`src/rtl/spc_pkg.sv`:
```
package spc_pkg;

    localparam int WORD_W = 8;
    localparam int OPC_W  = 4;
    localparam int IDX_W  = 2;
    localparam int B1_W   = 3;
    localparam int B2_W   = 2;
    localparam int ST_W   = 4;

    typedef enum logic [ST_W-1:0] {
        ST_IDLE   = 4'h0,
        ST_FETCH1 = 4'h1,
        ST_FETCH2 = 4'h2,
        ST_DECODE = 4'h3,
        ST_EXEC   = 4'h4,
        ST_READ1  = 4'h5,
        ST_READ2  = 4'h6,
        ST_WRITE1 = 4'h7,
        ST_WRITE2 = 4'h8,
        ST_BRAN1  = 4'h9,
        ST_BRAN2  = 4'hA,
        ST_HALT   = 4'hB
    } state_e;

    typedef enum logic [2:0] {
        K_NOP, K_ALU2, K_NOT, K_RD, K_WR, K_BR, K_BRZ, K_BAD
    } kind_e;

    localparam logic [B1_W-1:0] B1_PC   = 3'd4;
    localparam logic [B2_W-1:0] B2_ALU  = 2'd0;
    localparam logic [B2_W-1:0] B2_BUS1 = 2'd1;
    localparam logic [B2_W-1:0] B2_MEM  = 2'd2;

    typedef struct packed {
        logic [B1_W-1:0]  b1;
        logic [B2_W-1:0]  b2;
        logic             gpr_ld;
        logic [IDX_W-1:0] gpr_idx;
        logic             pc_ld;
        logic             ir_ld;
        logic             y_ld;
        logic             z_ld;
        logic             mar_ld;
        logic             pc_inc;
        logic             wr;
    } ctrl_t;

    typedef struct packed {
        state_e st;
    } seq_t;

endpackage

```
`src/rtl/spc_field_split.sv`:
```
module spc_field_split
    import spc_pkg::*;
#(
    parameter int W   = spc_pkg::WORD_W,
    parameter int OW  = spc_pkg::OPC_W,
    parameter int IW  = spc_pkg::IDX_W
) (
    input  logic [W-1:0]  instr,
    output kind_e         kind,
    output logic [IW-1:0] src,
    output logic [IW-1:0] dst
);
    logic [OW-1:0] opc;

    assign opc = instr[W-1 -: OW];
    assign src = instr[2*IW-1 -: IW];
    assign dst = instr[IW-1:0];

    always_comb begin
        case (opc)
            4'd0:                kind = K_NOP;
            4'd1, 4'd2, 4'd3:    kind = K_ALU2;
            4'd4:                kind = K_NOT;
            4'd5:                kind = K_RD;
            4'd6:                kind = K_WR;
            4'd7:                kind = K_BR;
            4'd8:                kind = K_BRZ;
            default:             kind = K_BAD;
        endcase
    end
endmodule

```
`src/rtl/spc_next_state.sv`:
```
module spc_next_state
    import spc_pkg::*;
(
    input  state_e st,
    input  kind_e  kind,
    input  logic   zero,
    output state_e nxt
);
    always_comb begin
        nxt = st;
        case (st)
            ST_IDLE:   nxt = ST_FETCH1;
            ST_FETCH1: nxt = ST_FETCH2;
            ST_FETCH2: nxt = ST_DECODE;
            ST_DECODE: begin
                case (kind)
                    K_ALU2:  nxt = ST_EXEC;
                    K_RD:    nxt = ST_READ1;
                    K_WR:    nxt = ST_WRITE1;
                    K_BR:    nxt = ST_BRAN1;
                    K_BRZ:   nxt = zero ? ST_BRAN1 : ST_FETCH1;
                    K_BAD:   nxt = ST_HALT;
                    default: nxt = ST_FETCH1;
                endcase
            end
            ST_READ1:  nxt = ST_READ2;
            ST_WRITE1: nxt = ST_WRITE2;
            ST_BRAN1:  nxt = ST_BRAN2;
            ST_EXEC, ST_READ2, ST_WRITE2, ST_BRAN2: nxt = ST_FETCH1;
            ST_HALT:   nxt = ST_HALT;
            default:   nxt = ST_HALT;
        endcase
    end
endmodule

```
`src/rtl/spc_ctrl_out.sv`:
```
module spc_ctrl_out
    import spc_pkg::*;
(
    input  state_e           st,
    input  kind_e            kind,
    input  logic [IDX_W-1:0] src,
    input  logic [IDX_W-1:0] dst,
    input  logic             zero,
    output ctrl_t            c
);
    always_comb begin
        c = '0;
        case (st)
            ST_FETCH1, ST_READ1, ST_WRITE1, ST_BRAN1: begin
                c.b1     = B1_PC;
                c.b2     = B2_BUS1;
                c.mar_ld = 1'b1;
            end
            ST_FETCH2: begin
                c.b2     = B2_MEM;
                c.ir_ld  = 1'b1;
                c.pc_inc = 1'b1;
            end
            ST_DECODE: begin
                case (kind)
                    K_ALU2: begin
                        c.b1   = B1_W'(src);
                        c.b2   = B2_BUS1;
                        c.y_ld = 1'b1;
                    end
                    K_NOT: begin
                        c.b1      = B1_W'(src);
                        c.b2      = B2_ALU;
                        c.gpr_ld  = 1'b1;
                        c.gpr_idx = dst;
                        c.z_ld    = 1'b1;
                    end
                    K_BRZ:   c.pc_inc = ~zero;
                    default: c = '0;
                endcase
            end
            ST_EXEC: begin
                c.b1      = B1_W'(dst);
                c.b2      = B2_ALU;
                c.gpr_ld  = 1'b1;
                c.gpr_idx = dst;
                c.z_ld    = 1'b1;
            end
            ST_READ2: begin
                c.b2      = B2_MEM;
                c.gpr_ld  = 1'b1;
                c.gpr_idx = dst;
                c.pc_inc  = 1'b1;
            end
            ST_WRITE2: begin
                c.b1     = B1_W'(src);
                c.wr     = 1'b1;
                c.pc_inc = 1'b1;
            end
            ST_BRAN2: begin
                c.b2    = B2_MEM;
                c.pc_ld = 1'b1;
            end
            default: c = '0;
        endcase
    end
endmodule

```
`src/rtl/stored_prog_ctrl.sv`:
```
module stored_prog_ctrl
    import spc_pkg::*;
#(
    parameter int WORD_W = spc_pkg::WORD_W,
    parameter int IDX_W  = spc_pkg::IDX_W,
    parameter int B1_W   = spc_pkg::B1_W,
    parameter int B2_W   = spc_pkg::B2_W,
    parameter int ST_W   = spc_pkg::ST_W
) (
    input  logic              clk,
    input  logic              rst_n,
    input  logic [WORD_W-1:0] instr,
    input  logic              zero,
    output logic [(1<<IDX_W)-1:0] ld_gpr,
    output logic              ld_pc,
    output logic              ld_ir,
    output logic              ld_y,
    output logic              ld_z,
    output logic              ld_mar,
    output logic              inc_pc,
    output logic [B1_W-1:0]   bus1_sel,
    output logic [B2_W-1:0]   bus2_sel,
    output logic              mem_wr,
    output logic [ST_W-1:0]   fsm_state
);
    localparam int NUM_GPR = 1 << IDX_W;

    seq_t              seq_d, seq_q;
    state_e            nxt_st;
    kind_e             kind;
    logic [IDX_W-1:0]  src_idx, dst_idx;
    ctrl_t             ctl;

    spc_field_split #(.W(WORD_W), .OW(spc_pkg::OPC_W), .IW(IDX_W)) i_split (
        .instr (instr),
        .kind  (kind),
        .src   (src_idx),
        .dst   (dst_idx)
    );

    spc_next_state i_next (
        .st   (seq_q.st),
        .kind (kind),
        .zero (zero),
        .nxt  (nxt_st)
    );

    spc_ctrl_out i_out (
        .st   (seq_q.st),
        .kind (kind),
        .src  (src_idx),
        .dst  (dst_idx),
        .zero (zero),
        .c    (ctl)
    );

    always_comb begin
        seq_d    = seq_q;
        seq_d.st = nxt_st;
    end

    always_ff @(posedge clk) begin
        if (!rst_n) begin
            seq_q.st <= ST_IDLE;
        end else begin
            seq_q <= seq_d;
        end
    end

    for (genvar g = 0; g < NUM_GPR; g++) begin : g_gpr_ld
        assign ld_gpr[g] = ctl.gpr_ld && (ctl.gpr_idx == IDX_W'(g));
    end

    assign ld_pc     = ctl.pc_ld;
    assign ld_ir     = ctl.ir_ld;
    assign ld_y      = ctl.y_ld;
    assign ld_z      = ctl.z_ld;
    assign ld_mar    = ctl.mar_ld;
    assign inc_pc    = ctl.pc_inc;
    assign bus1_sel  = ctl.b1;
    assign bus2_sel  = ctl.b2;
    assign mem_wr    = ctl.wr;
    assign fsm_state = seq_q.st;

endmodule

```
`config.mk`:
```
export PLATFORM = sky130hd
export DESIGN_NAME = stored_prog_ctrl
export DESIGN_NICKNAME = d
export VERILOG_FILES = /design/src/rtl/spc_pkg.sv /design/src/rtl/spc_field_split.sv /design/src/rtl/spc_next_state.sv /design/src/rtl/spc_ctrl_out.sv /design/src/rtl/stored_prog_ctrl.sv
export SDC_FILE = /design/constraint.sdc
export NUM_CORES = 1
export LEC_CHECK = 0
export ABC_AREA = 1
export CAP_MARGIN = 25
export CELL_PAD_IN_SITES_DETAIL_PLACEMENT = 0
export CELL_PAD_IN_SITES_GLOBAL_PLACEMENT = 1
export CORE_MARGIN = 5
export CORE_UTILIZATION = 24
export CTS_CLUSTER_DIAMETER = 60
export CTS_CLUSTER_SIZE = 14
export DETAILED_ROUTE_END_ITERATION = 10
export PLACE_DENSITY = 0.84
export SLEW_MARGIN = 20
export SYNTH_ARGS = -nofsm -noshare
export SYNTH_HDL_FRONTEND = slang
export SYNTH_HIERARCHICAL = 1
export SYNTH_SLANG_ARGS = --single-unit
```
`constraint.sdc`:
```
create_clock -name clk -period 2.4 [get_ports clk]
set_input_delay 0.72 -clock clk [delete_from_list [all_inputs] [get_ports clk]]
set_output_delay 0.72 -clock clk [all_outputs]
set_load 0.03 [all_outputs]
```
==> summary.md <==
| Metric | Value |
|---|---|
| Status | finished, final reports clean |
| Clk Tree Root Cell | clkbuf_4 |
| Clk buf depth | 2 |
| Synthesized flop and latch total | 4 |
| Gr ovfl total | 0 |
| Initial antenna violation count | 0 |
| Cell taking the most area after synthesis | nand2_1 |
| FMAX | ~420 MHz |
| R2R cell count | 8 |
| Post-synth top flop | dfxtp_1 |
| Routed len/inst | 9.498 um |
| Dpl ws | -0.5341 ns |
| Hold_buf cts | 0 |
| Final Hold Viols | 0 |
| DR vias | between 900 and 1k |
| Share of the synthesized area in the top cell type | between 30% and 40% |
| Final worst hold slack | ~0.74 ns |
| Drt first pass iters | 4 |
| Setup CP Type | in -> out |
| Worst-Skew Late Latency | around 0.24 ns |
| P_int | just under 0.2 mW |
| GRT Util Overall | a little under a tenth |
| Drt total wl | ~2000 um |
| Worst min-delay path class | reg -> reg |
| RSZ-0062 raised after global routing | yes |
| Period utilization | between 90 and 100% |
| Slew margin rel. | 78.33% |
| Antenna-violating nets left | 0 |
| Req. time, crit path | 1.68 ns |
| Largest net degree at the start of global routing | 11 |
| Mapped Area | between 600 and 700 um2 |
| Antenna diode count | 0 |
| Utilization after layout | 40.96% |
| Synth Warn # | 6 |
| Vias in the first global route | about 860 |
| Worst-case clock skew | 0.003425 ns |
| LEAKAGE | 0.7102 nW |
| Critical path arrival | ~1.7 ns |
| Seq pwr share | between 20 and 25% |
| Die width | 62.96 um |
| Synth cell count leaders | 54 x nand2_1, 29 x inv_1, 15 x nor2_1 |
| Top post-synthesis cells by area | nand2_1 30%, inv_1 16%, dfxtp_1 12% |
| Netlist cell types | 16 |
| Max Slew Vio Count | 0 |
| Worst Tran Pin Value | around 0.32 ns |
| Most common cell in the netlist | nand2_1 |
| CP Launch Type | primary input |
| Top Ports | 31 |
| Placer Congestion | between 0.8 and 0.9 |
| Comb power frac | 52.1% |
| Port bufs | 30 |
| Critical Path Fanout Max | 3 |
| VDD IR max | between 0.15 and 0.2 mV |
| Post-synth ARST share | 0% |
| DRC Markers | 0 |
| Sw Pwr | roughly 0.13 mW |
| Layout cells sized above 1 | about a third |
| Final WS setup | 0.004399 ns |
| Initial Util | 24.62% |
| Die Ht | about 63 um |
| Sw frac | between 40% and 50% |
| CTS tree | built |
| Area Growth Syn to Fin | 66.36% |
| Setup TNS | 0 ns |
| Syn Inst Count | approximately 140 |
| Clock transition at path regs | 0.04 ns |
| Num CTS Buffers | 3 |
| First-pass GRT wire length | 3263 um |
| HPWL after DPL | about 1600 um |
| Tot Pwr | between 0.3 and 0.4 mW |
| Number of flops mapped to enable cells by yosys | 0 |
| Syn nets | 152 |
| Fillers | slightly below 300 |
| NumNets Final | approximately 190 |
| Setup-failing EPs final | 0 |
| Max Cap Viol | 0 |
| Clock power frac | between 20% and 30% |
| Register area share after synthesis | roughly an eighth |
| Core Box Area | roughly 2700 um2 |
| Fin crit period | around 2.4 ns |
| Power per cell area | between 200 and 300 nW/um2 |
| Avg Cell Area, Syn | around 4.8 um2 |
| Max reg flops | 4 |
| Hold path cells | 6 |
| FP Rows | 19 |
| CP Capture Type | output pin |
| Full die area | 3964 um2 |
| Vias/cell | around 4.3 |
| 1st-iter DRT viols | 19 |
| Clock sinks | 4 |
| H-Tree Depth | 1 |
-- worst paths after layout --
kind | endpoint | from | slack, ns
worst max-delay path | ld_gpr[1] | instr[7] | 0.004
worst min-delay path | fsm_state[0] | fsm_state[0] | 0.74
worst max register to register | fsm_state[3] | fsm_state[3] | 1.21
worst min register to register | fsm_state[0] | fsm_state[0] | 0.74
-- power by group through the flow --
stage	Clock, mW	Sequential, mW	Combinational [mW]
final	0.0851	0.0735	0.173
after global routing	0.0962	0.0739	0.189
after CTS	0.0878	0.0736	0.170
after detailed placement	0	0.0744	0.164
after global placement	0	0.0743	0.162
after floorplan	0	0.0870	0.0868
-- cell families (layout without fill, tap and decap cells) --
logic type	count (synthesis)	count (layout)	share of synthesized area (%)
buffers and inverters	37	76	22.86
flip-flops	4	4	11.90
AO/OA/AOI/OAI	6	6	5.018
AND/OR/NAND/NOR	94	94	60.22
-- layout by cell type (no fill, tap or decap) --
master / n
inv_1: 23
nor2_4: 1
nor2_2: 6
inv_2: 9
nand2_2: 11
dfxtp_1: 4
dlymetal6s2s_1: 3
a21oi_1: 2
clkdlybuf4s50_1: 8
nor3_1: 1
o21ai_0: 2
inv_4: 1
dlygate4sd2_1: 4
nand3_1: 10
nand4_1: 1
o21ai_1: 1
buf_4: 17
nand3_2: 5
clkbuf_4: 3
buf_6: 6
o21ai_2: 1
buf_8: 1
nor2_1: 13
nand2_1: 46
buf_2: 1
-- worst max-delay path, stage by stage --
cell and delay (ns):
buf_6 0.10, nand2_2 0.06, nand3_2 0.09, inv_2 0.07, nand3_2 0.08, inv_2 0.10, nand2_2 0.07, nand3_2 0.08
nand2_2 0.05, nor2_1 0.10, buf_4 0.16
-- repair_timing --
| item | 4_1_cts | 5_1_grt |
|---|---|---|
| setup endpoints to repair | 12 | 11 |
| pin swaps | 14 | 10 |
| resized for setup | 43 | 9 |
| setup buffers | 2 | 1 |
-- stage by stage --
step | cell area, um2 | instances
finish | 1120 | 211
global route | 1120 | 211
CTS | 1087 | 210
detailed placement | 1007 | 205
global placement | 1007 | 205
floorplan | 673.1 | 141
-- cell type report --
| class | instances | area (um2) | share of cell area [%] |
|---|---|---|---|
| clock buffer | 3 | 22.52 | 2.011 |
| inverter | 33 | 126.4 | 11.28 |
| multi-input combinational | 100 | 484.2 | 43.24 |
| sequential | 4 | 80.08 | 7.151 |
| tap | 31 | 38.79 | 3.464 |
| timing repair buffer | 40 | 367.9 | 32.85 |
-- per-layer routing --
layer  up-vias  wire, um  track usage (%)  share of wire [%]
met2        23      1056            17.69                 53
li1        489         -                -                  -
met1       396       834            10.09                 42
met5         -         0                0                  0
met4         0        27            5.305                1.3
met3         4        87            1.439                4.3
Note: power is estimated with default switching activity, not from simulation.
